File: src/rtl/hflink_pkg.sv
// Package: indices of the three complementary gate pairs shared by the
// gating generator and its bench. Assumes pairs are numbered from zero.
package hflink_pkg;
    localparam int PAIR_HF    = 0;   // high-frequency bridge pair
    localparam int PAIR_RECT  = 1;   // active rectifier pair
    localparam int PAIR_POL   = 2;   // polarity bridge pair
    localparam int NUM_PAIRS  = 3;
endpackage

File: src/rtl/hflink_carrier.sv
// Symmetric triangular carrier: counts 0 up to peak and back down to 1.
// Assumes peak >= 1; kill forces the count back to zero, counting up.
module hflink_carrier #(
    parameter int CNT_W = 12
) (
    input  logic             clk,
    input  logic             rst_n,
    input  logic             kill,
    input  logic [CNT_W-1:0] peak,
    output logic [CNT_W-1:0] cnt,
    output logic             valley
);
    logic             up_q;
    logic [CNT_W:0]   cnt_plus;

    assign cnt_plus = {1'b0, cnt} + (CNT_W+1)'(1);
    assign valley   = (cnt == '0);

    // Up/down count with turn-around at the peak and at one.
    always_ff @(posedge clk) begin
        if (!rst_n || kill) begin
            cnt  <= '0;
            up_q <= 1'b1;
        end else if (up_q) begin
            cnt <= cnt_plus[CNT_W-1:0];
            if (cnt_plus >= {1'b0, peak}) up_q <= 1'b0;
        end else begin
            cnt <= cnt - CNT_W'(1);
            if (cnt <= CNT_W'(1)) up_q <= 1'b1;
        end
    end

    // every enabled step moves the carrier by exactly one count.
    assert_carrier_step_R2: assert property (@(posedge clk) disable iff (!rst_n)
        !kill |=> (cnt == $past(cnt) + CNT_W'(1)) || (cnt == $past(cnt) - CNT_W'(1)));
endmodule

File: src/rtl/hflink_modulator.sv
// Produces the raw (pre-dead-time) controls: PWM from |reference| against
// the carrier, a divide-by-two toggle for the rectifier, and line polarity.
// Assumes the carrier count is registered and valley marks count zero.
module hflink_modulator #(
    parameter int REF_W = 12,
    parameter int CNT_W = 12
) (
    input  logic                    clk,
    input  logic                    rst_n,
    input  logic                    kill,
    input  logic                    ref_valid,
    input  logic signed [REF_W-1:0] ref_sample,
    input  logic [CNT_W-1:0]        cnt,
    input  logic                    valley,
    output logic                    pwm_raw,
    output logic                    tog_raw,
    output logic                    pol_raw
);
    localparam int MAG_W = REF_W - 1;
    localparam int CMP_W = (MAG_W > CNT_W) ? MAG_W : CNT_W;

    logic signed [REF_W-1:0] ref_q;
    logic                    sign_q;
    logic [MAG_W-1:0]        mod_q;
    logic                    pwm_next;

    // Saturating magnitude of a signed sample.
    function automatic logic [MAG_W-1:0] mag_sat(input logic signed [REF_W-1:0] v);
        logic [REF_W-1:0] n;
        if (!v[REF_W-1]) return v[MAG_W-1:0];
        n = -v;
        if (n[REF_W-1]) return '1;
        return n[MAG_W-1:0];
    endfunction

    assign pwm_next = CMP_W'(mod_q) > CMP_W'(cnt);

    // Track the reference and flip polarity at each sign change.
    always_ff @(posedge clk) begin
        if (!rst_n) begin
            ref_q   <= '0;
            sign_q  <= 1'b0;
            pol_raw <= 1'b1;
        end else if (ref_valid) begin
            ref_q  <= ref_sample;
            sign_q <= ref_sample[REF_W-1];
            if (ref_sample[REF_W-1] != sign_q) pol_raw <= ~ref_sample[REF_W-1];
        end
    end

    // Latch magnitude at the valley, compare, and divide the PWM by two.
    always_ff @(posedge clk) begin
        if (!rst_n || kill) begin
            mod_q   <= '0;
            pwm_raw <= 1'b0;
            tog_raw <= 1'b0;
        end else begin
            if (valley) mod_q <= mag_sat(ref_q);
            pwm_raw <= pwm_next;
            if (pwm_next && !pwm_raw) tog_raw <= ~tog_raw;
        end
    end

    // the toggle only moves on a rising edge of the raw PWM.
    assert_toggle_on_rise_R5: assert property (@(posedge clk) disable iff (!rst_n)
        (!$stable(tog_raw) && $past(rst_n) && !$past(kill)) |-> (pwm_raw && !$past(pwm_raw)));
    // polarity changes only when a valid sample was taken.
    assert_pol_needs_sample_R8: assert property (@(posedge clk) disable iff (!rst_n)
        (!$stable(pol_raw) && $past(rst_n)) |-> $past(ref_valid));
endmodule

File: src/rtl/hflink_deadtime.sv
// Dead-time inserter for one complementary pair: on any change of the
// control both gates drop, then the matching gate turns on after
// dead+1 cycles if the control held. Assumes dead is quasi-static.
module hflink_deadtime #(
    parameter int DT_W = 8
) (
    input  logic            clk,
    input  logic            rst_n,
    input  logic            kill,
    input  logic [DT_W-1:0] dead,
    input  logic            ctrl,
    output logic            gate_on,
    output logic            gate_off
);
    logic            last_q;
    logic [DT_W-1:0] wait_q;

    // Blank both gates on a change, count the dead-time, then drive.
    always_ff @(posedge clk) begin
        if (!rst_n || kill) begin
            last_q   <= 1'b0;
            wait_q   <= dead;
            gate_on  <= 1'b0;
            gate_off <= 1'b0;
        end else if (ctrl != last_q) begin
            last_q   <= ctrl;
            wait_q   <= dead;
            gate_on  <= 1'b0;
            gate_off <= 1'b0;
        end else if (wait_q != '0) begin
            wait_q <= wait_q - DT_W'(1);
        end else begin
            gate_on  <= last_q;
            gate_off <= ~last_q;
        end
    end

    // the pair never conducts together.
    assert_pair_exclusive_R9: assert property (@(posedge clk) disable iff (!rst_n)
        !(gate_on && gate_off));
    // a gate only turns on after its partner was already off.
    assert_gap_on_R6: assert property (@(posedge clk) disable iff (!rst_n)
        $rose(gate_on) |-> !$past(gate_off));
    assert_gap_off_R6: assert property (@(posedge clk) disable iff (!rst_n)
        $rose(gate_off) |-> !$past(gate_on));
endmodule

File: src/rtl/hflink_gate_gen.sv
// Top: carrier, modulator and one dead-time inserter per gate pair,
// mapped onto ten switch gates. Assumes synchronous active-low reset.
module hflink_gate_gen #(
    parameter int REF_W = 12,
    parameter int CNT_W = 12,
    parameter int DT_W  = 8
) (
    input  logic                    clk,
    input  logic                    rst_n,
    input  logic                    en,
    input  logic                    ref_valid,
    input  logic signed [REF_W-1:0] ref_sample,
    input  logic [CNT_W-1:0]        carrier_peak,
    input  logic [DT_W-1:0]         dead_cycles,
    output logic [3:0]              hf_gate,
    output logic [1:0]              rect_gate,
    output logic [3:0]              pol_gate
);
    import hflink_pkg::*;

    logic                 kill;
    logic [CNT_W-1:0]     cnt;
    logic                 valley;
    logic                 pwm_raw, tog_raw, pol_raw;
    logic [NUM_PAIRS-1:0] ctrl, g_on, g_off;

    assign kill = ~en;

    hflink_carrier #(.CNT_W(CNT_W)) u_carrier (
        .clk(clk), .rst_n(rst_n), .kill(kill), .peak(carrier_peak),
        .cnt(cnt), .valley(valley)
    );

    hflink_modulator #(.REF_W(REF_W), .CNT_W(CNT_W)) u_mod (
        .clk(clk), .rst_n(rst_n), .kill(kill), .ref_valid(ref_valid),
        .ref_sample(ref_sample), .cnt(cnt), .valley(valley),
        .pwm_raw(pwm_raw), .tog_raw(tog_raw), .pol_raw(pol_raw)
    );

    assign ctrl[PAIR_HF]   = pwm_raw;
    assign ctrl[PAIR_RECT] = tog_raw;
    assign ctrl[PAIR_POL]  = pol_raw;

    // One dead-time inserter per complementary pair.
    for (genvar i = 0; i < NUM_PAIRS; i++) begin : g_pair
        hflink_deadtime #(.DT_W(DT_W)) u_dt (
            .clk(clk), .rst_n(rst_n), .kill(kill), .dead(dead_cycles),
            .ctrl(ctrl[i]), .gate_on(g_on[i]), .gate_off(g_off[i])
        );
    end

    assign hf_gate   = {g_on[PAIR_HF],  g_off[PAIR_HF],  g_off[PAIR_HF],  g_on[PAIR_HF]};
    assign rect_gate = {g_off[PAIR_RECT], g_on[PAIR_RECT]};
    assign pol_gate  = {g_on[PAIR_POL], g_off[PAIR_POL], g_off[PAIR_POL], g_on[PAIR_POL]};

    // disabling parks every switch off at the next edge.
    assert_idle_when_disabled_R1: assert property (@(posedge clk) disable iff (!rst_n)
        !en |=> (hf_gate == 4'b0 && rect_gate == 2'b0 && pol_gate == 4'b0));
endmodule

File: config.mk
export PLATFORM = sky130hd
export DESIGN_NAME = hflink_gate_gen
export DESIGN_NICKNAME = d
export VERILOG_FILES = /design/src/rtl/hflink_pkg.sv /design/src/rtl/hflink_carrier.sv /design/src/rtl/hflink_modulator.sv /design/src/rtl/hflink_deadtime.sv /design/src/rtl/hflink_gate_gen.sv
export SDC_FILE = /design/constraint.sdc
export NUM_CORES = 1
export LEC_CHECK = 0
export CORE_MARGIN = 3
export CORE_UTILIZATION = 57
export DETAILED_ROUTE_END_ITERATION = 7
export GPL_TIMING_DRIVEN = 0
export PLACE_DENSITY = 0.77
export SYNTH_ARGS = -nofsm -noshare
export SYNTH_HDL_FRONTEND = slang
export SYNTH_HIERARCHICAL = 1
export SYNTH_SLANG_ARGS = --single-unit
File: constraint.sdc
create_clock -name clk -period 2.92 [get_ports clk]
set_input_delay 0.584 -clock clk [delete_from_list [all_inputs] [get_ports clk]]
set_output_delay 0.584 -clock clk [all_outputs]
set_load 0.02 [all_outputs]
==> flow_summary.json, run 1 <==
{
  "ys_warn_count": 6,
  "post-synth-top-count-cell": "o21ai_0",
  "pwr-share-comb": 0.177,
  "crit_slowest_cell": "clkdlybuf4s50_1",
  "path_cells": "clkdlybuf4s50_1 > nor2b_1 > clkbuf_1 > nand2_1 > or3_2",
  "critPathRequiredTime_ps": 2980,
  "p_switching_mw": 0.7052,
  "reg2regPathDepth": 10,
  "p_seq_frac": 0.497,
  "grt_setup_unrepaired": "false",
  "period_share": 0.9251,
  "worstPathArrival_ps": 2760,
  "min_path_cells": 2,
  "finalPower_mw": 2.411,
  "maxClockFrequency_mhz": 370.2,
  "min-delay-path-class": "reg -> reg",
  "syn_inst": 520,
  "seq_area_frac_synth": 0.3620,
  "avgRoutedWirePerCell_um": 15.50,
  "grt_pass1_vias": 3829,
  "routabilityCongestion": 0.9495,
  "avgViaCountPerCell": 5.927,
  "setup_slack_ps": 218.6,
  "gr-total-overflow": 0,
  "reg2reg_slack_ps": 250,
  "nNetsFinal": 645,
  "clkLatencyLatePin_ps": 350,
  "path_max_fanout": 13,
  "skew_ps": 14.34,
  "period_needed_ps": 2701,
  "fp-row-count": 32,
  "detailedPlace.worstSlack_ps": -170.5,
  "drcViolationCount": 0,
  "pwr-share-clk": 0.327,
  "clk_path_buf_depth": 2,
  "synth-edff-count": 24,
  "tightest_slew_ps": 697.3,
  "postSynth.asyncResetShare": 0,
  "grt_use_total": 0.2353,
  "die_y_um": 96.28,
  "ys.flop_type": "dfxtp_1",
  "drt_iter0_drc": 264,
  "swShare": 0.2925,
  "min-delay-start": "g_pair[1].u_dt/gate_off",
  "yosysTopAreaCell": "dfxtp_1",
  "synth_area_leaders": "dfxtp_1 21%, edfxtp_1 16%, ha_1 9.2%, o21ai_0 5.9%, a21oi_1 5.0%",
  "timing.slew.headroom": 0.5286,
  "max_stage_delay_ps": 750,
  "status": "complete, no violations",
  "p_leak_nw": 2.146,
  "die_w_um": 96.28,
  "drtPass1Iterations": 4,
  "setup_viol": 0,
  "vias": 4042,
  "synth_seq_cells": 72,
  "cts_made_buffers": 9,
  "h-tree-depth": 3,
  "critPathTopFamily": "simple AND/OR/NAND/NOR gates",
  "final_max_slew_viol_count": 0,
  "ant_nets": 0,
  "cts_tree": "done",
  "routed_wl_um": 10570,
  "ir_worst_vdd_uv": 338.5,
  "startpoint_type": "input port",
  "r2r_end": "u_carrier/up_q",
  "cts-root-buf": "clkbuf_8",
  "holdWs_ps": 489.2,
  "fill_cells": 672,
  "worstHoldEndpoint": "g_pair[1].u_dt/gate_off",
  "antenna_found_initial": 0,
  "worstSetupEndpointType": "flip-flop",
  "synth.avg_cell_area_um2": 8.934,
  "dieArea_um2": 9270,
  "hold_viol": 0,
  "n_antenna_cell": 0,
  "p_int_mw": 1.706,
  "path_class": "in -> reg",
  "ff_latch_area_um2": 1683,
  "port_buffers": 44,
  "core-area_um2": 7807,
  "cp_num_buf_inv": 2,
  "grt_pass1_wl_um": 17220,
  "cts_sinks": 72,
  "yosysTopAreaCellShare": 0.2068,
  "drive_gt1_frac": 0.08276,
  "pin_count": 46,
  "syn_area_um2": 4646,
  "max-cap-violations": 0,
  "clk_pin_slew_worst_paths_ps": 80,
  "synthTopCellsByCount": "55 x o21ai_0, 48 x dfxtp_1, 46 x a21oi_1",
  "hpwl_um": 7935,
  "synth_nets": 590,
  "reg2reg_from": "u_carrier/cnt[1]",
  "synth_cell_type_count": 57,
  "syn_to_final_growth_pct": 16.46,
  "powerDensity_nw_per_um2": 445.6,
  "grt_max_degree": 14,
  "start_util": 0.5950,
  "multi_input_area_um2": 2669
}
## tightest hold or removal path, cell delays in order (launching register included)
cell	delay [ps]
dfxtp_1	320
o21ai_0	70
a21oi_1	60
## cells by family after synthesis
kind of cell | Yosys count | share of synthesized area
AO/OA/AOI/OAI | 149 | 0.1977
XOR/XNOR | 37 | 0.06975
adder cells (fa/ha/maj) | 34 | 0.09157
buffers and inverters | 69 | 0.06356
flip-flops | 72 | 0.3620
AND/OR/NAND/NOR | 145 | 0.1853
multiplexers | 14 | 0.03016
## sequential cells by signal, summed over array words and instances (netlist names)
signal                count
u_mod/ref_q              12
u_mod/tog_raw             1
u_mod/pol_raw             1
u_mod/pwm_raw             1
g_pair.u_dt/wait_q       24
g_pair.u_dt/gate_on       3
u_carrier/cnt            12
u_carrier/up_q            1
u_mod/mod_q              11
g_pair.u_dt/gate_off      3
g_pair.u_dt/last_q        3
## cell type report
class,instances,area share
buffer,26,0.02498
clock buffer,9,0.02290
clock inverter,7,0.01295
inverter,43,0.02983
multi-input combinational,379,0.4933
sequential,72,0.3111
tap,102,0.02359
timing repair buffer,44,0.08141
## stage by stage
step	TNS (ps)	std cells	util	instance area, um2
2_1_floorplan	0	520	-	4646
3_3_place_gp	-1429	666	0.6678	5214
3_5_place_dp	-2931	666	0.6678	5214
4_1_cts	0	682	0.6926	5408
5_1_grt	0	682	0.6929	5410
6_report	0	682	0.6929	5410
## worst max-delay path by stage
stage / slack [ps] / cells after the start / from / endpoint
3_3_place_gp: -60 / 5 / rst_n / g_pair[2].u_dt/wait_q[5]
5_1_grt: 90 / 5 / rst_n / g_pair[2].u_dt/wait_q[6]
6_report: 220 / 5 / rst_n / g_pair[1].u_dt/wait_q[7]
3_5_place_dp: -170 / 5 / rst_n / g_pair[0].u_dt/wait_q[4]
4_1_cts: 130 / 10 / u_carrier/cnt[0] / u_carrier/up_q
2_1_floorplan: 530 / 10 / u_carrier/cnt[0] / u_carrier/up_q
## cells in the final DEF, fill, tap and decap left out, types with 5 or more instances in the layout
cell / n
nand3_1: 10
nand4_1: 14
nor2_1: 14
ha_1: 34
clkbuf_1: 11
o41ai_1: 5
nor4_1: 5
or3_1: 8
a21oi_1: 46
dfxtp_1: 47
nor2b_1: 19
xnor2_1: 20
buf_4: 5
clkbuf_8: 9
o21ai_0: 55
a41oi_1: 7
mux2i_1: 14
o31ai_1: 7
nand2_1: 20
nor3_1: 12
inv_1: 43
xor2_1: 17
nand2b_1: 11
buf_2: 7
clkdlybuf4s50_1: 44
edfxtp_1: 24
## power groups by stage
stage / logic, mW / clock network (mW) / registers, mW
6_report: 0.426 / 0.787 / 1.20
5_1_grt: 0.479 / 0.836 / 1.21
4_1_cts: 0.423 / 0.794 / 1.19
3_5_place_dp: 0.419 / 0 / 1.22
3_3_place_gp: 0.400 / 0 / 1.21
2_1_floorplan: 0.295 / 0 / 1.19
## repair_timing
action / CTS / global route
resized for setup: 0 / 3
hold buffers: 0 / 0
endpoints found under the hold margin: 0 / 0
setup buffers: 0 / 0
endpoints found under the setup margin: 0 / 8
## routing by layer
metal / share of wire / global-route usage
met4: 0.019 / 0.08294
met3: 0.039 / 0.03597
met5: 0 / 0
met2: 0.49 / 0.4020
met1: 0.45 / 0.2999
(Power assumes the default switching activity.)
==> run 2, diff against run 1 <==
--- a/config.mk
+++ b/config.mk
@@ -10,6 +10,8 @@
 export DETAILED_ROUTE_END_ITERATION = 7
 export GPL_TIMING_DRIVEN = 0
 export PLACE_DENSITY = 0.77
+export RECOVER_POWER = 25
+export SKIP_LAST_GASP = 1
 export SYNTH_ARGS = -nofsm -noshare
 export SYNTH_HDL_FRONTEND = slang
 export SYNTH_HIERARCHICAL = 1
==> run 2 against run 1 <==
  * Clock-buffer cell count is the same
  * Maximum frequency barely moved
  * Register-to-register slack about the same
  * Core utilization unchanged
  * Critical path depth stayed put
  * Die area did not move
  * Setup slack gained 2.5 ps
  * Design area did not move
  * Non-clock buffer count did not move
  * Critical endpoint unchanged
  * Largest power group unchanged
==> flow_summary.json, run 2 (synthesized netlist as in run 1, its figures left out) <==
{
  "cts-root-buf": "clkbuf_8",
  "routed_wl_um": 10530,
  "multi_input_area_um2": 2669,
  "ant_nets": 0,
  "mostFrequentLayoutCells": "55 x o21ai_0, 47 x dfxtp_1, 46 x a21oi_1",
  "clk_path_buf_depth": 2,
  "post_cts_buffers": 0,
  "maxClockFrequency_mhz": 370.5,
  "path_class": "in -> reg",
  "status": "complete, no violations",
  "final_max_slew_viol_count": 0,
  "min-delay-path-class": "reg -> reg",
  "skew_ps": 11.71,
  "pwr-share-comb": 0.177,
  "timing.setup.tns_ps": 0,
  "path_cells": "clkdlybuf4s50_1 > nor2b_1 > clkbuf_1 > nand2_1 > or3_2",
  "fp-row-count": 32,
  "period_share": 0.9243,
  "p_int_mw": 1.706,
  "die_w_um": 96.28,
  "nNetsFinal": 645,
  "h-tree-depth": 3,
  "clkLatencyLatePin_ps": 340,
  "p_leak_nw": 2.153,
  "largest_reg_flops": 24,
  "syn_to_final_growth_pct": 16.46,
  "clk_pin_slew_worst_paths_ps": 80,
  "ir_worst_vdd_uv": 338.4,
  "regMostFlops": "g_pair.u_dt/wait_q",
  "avgViaCountPerCell": 5.941,
  "finalPower_mw": 2.409,
  "top_regs": "g_pair.u_dt/wait_q (24), u_carrier/cnt (12), u_mod/ref_q (12)",
  "drive_gt1_frac": 0.08276,
  "p_seq_frac": 0.497,
  "drcViolationCount": 0,
  "grt_pass1_vias": 3829,
  "hold_viol": 0,
  "dieArea_um2": 9270,
  "max-cap-violations": 0,
  "fill_cells": 672,
  "timing.slew.headroom": 0.5280,
  "die_y_um": 96.28,
  "p_switching_mw": 0.7035,
  "powerDensity_nw_per_um2": 445.3,
  "drtPass1Iterations": 4,
  "swShare": 0.2920,
  "dp_cells": 666,
  "grt_max_degree": 14,
  "drt_iter0_drc": 267,
  "routabilityCongestion": 0.9495,
  "worstSetupEndpointType": "flip-flop",
  "cts_made_buffers": 9,
  "grt_setup_unrepaired": "false",
  "tightest_slew_ps": 698.2,
  "core-area_um2": 7807,
  "gr-total-overflow": 0,
  "path_max_fanout": 13,
  "cp_num_buf_inv": 2,
  "critPathTopFamily": "simple AND/OR/NAND/NOR gates",
  "startpoint_type": "input port",
  "pin_count": 46,
  "worstPathArrival_ps": 2760,
  "cts_sinks": 72,
  "setup_viol": 0,
  "avgRoutedWirePerCell_um": 15.44,
  "cts_tree": "done",
  "n_antenna_cell": 0,
  "grt_use_total": 0.2353,
  "pwr-share-clk": 0.326,
  "grt_pass1_wl_um": 17220,
  "max_stage_delay_ps": 750,
  "final_common_cell": "o21ai_0",
  "critPathRequiredTime_ps": 2980,
  "period_needed_ps": 2699,
  "vias": 4052,
  "fin_cells": 682,
  "hpwl_um": 7935,
  "start_util": 0.5950,
  "port_buffers": 44,
  "post-route-util": 0.6929,
  "ff_latch_area_um2": 1683,
  "antenna_found_initial": 0,
  "crit_slowest_cell": "clkdlybuf4s50_1"
}
## run 2: timing repair
action                                  4_1_cts  5_1_grt
endpoints found under the setup margin        0        8
hold buffers                                  0        0
gates resized for setup                       0        3
## run 2: metrics by stage
step	cell area [um2]	worst slack (ps)	hold slack, ps
detailed placement	5214	-170.5	476.0
CTS	5408	129.7	487.1
global route	5410	86.56	517.6
floorplan	4646	533.7	448.9
global placement	5214	-61.49	465.8
finish	5410	221.1	485.6
## run 2: power groups by stage
stage | Clock [mW] | Sequential, mW | Combinational [mW]
finish | 0.786 | 1.20 | 0.426
global route | 0.836 | 1.21 | 0.479
CTS | 0.794 | 1.19 | 0.423
detailed placement | 0 | 1.22 | 0.419
global placement | 0 | 1.21 | 0.400
floorplan | 0 | 1.19 | 0.295
## run 2: worst paths after layout
check / startpoint / slack (ps) / depth (start not counted) / endpoint
min: g_pair[1].u_dt/gate_off / 490 / 2 / g_pair[1].u_dt/gate_off
max: rst_n / 220 / 5 / g_pair[1].u_dt/wait_q[7]
max reg2reg: u_carrier/cnt[1] / 250 / 10 / u_carrier/up_q
min reg2reg: g_pair[1].u_dt/gate_off / 490 / 2 / g_pair[1].u_dt/gate_off
## run 2: layout make-up
type | instances | share of cell area
flip-flops and latches | 72 | 0.3111
repair buffers | 44 | 0.08141
well taps | 102 | 0.02359
plain buffers | 26 | 0.02498
multi-input cells | 379 | 0.4933
inverters | 43 | 0.02983
clock inverters | 7 | 0.01295
clock buffers | 9 | 0.02290
## run 2: worst reg2reg max path: cells and delay by family, from the launching register on
family          cells  cell delay, ps
xor+xnor            1             140
buf+inv             1             260
fa+ha+maj           2             580
simple gates        2             280
flops               1             470
compound gates      4             850
## run 2: routing by layer
layer	up-vias	share of wire	track usage
li1	2022	-	-
met1	1920	0.44	0.2999
met2	88	0.49	0.4020
met3	22	0.043	0.03597
met4	0	0.019	0.08294
met5	-	0	0
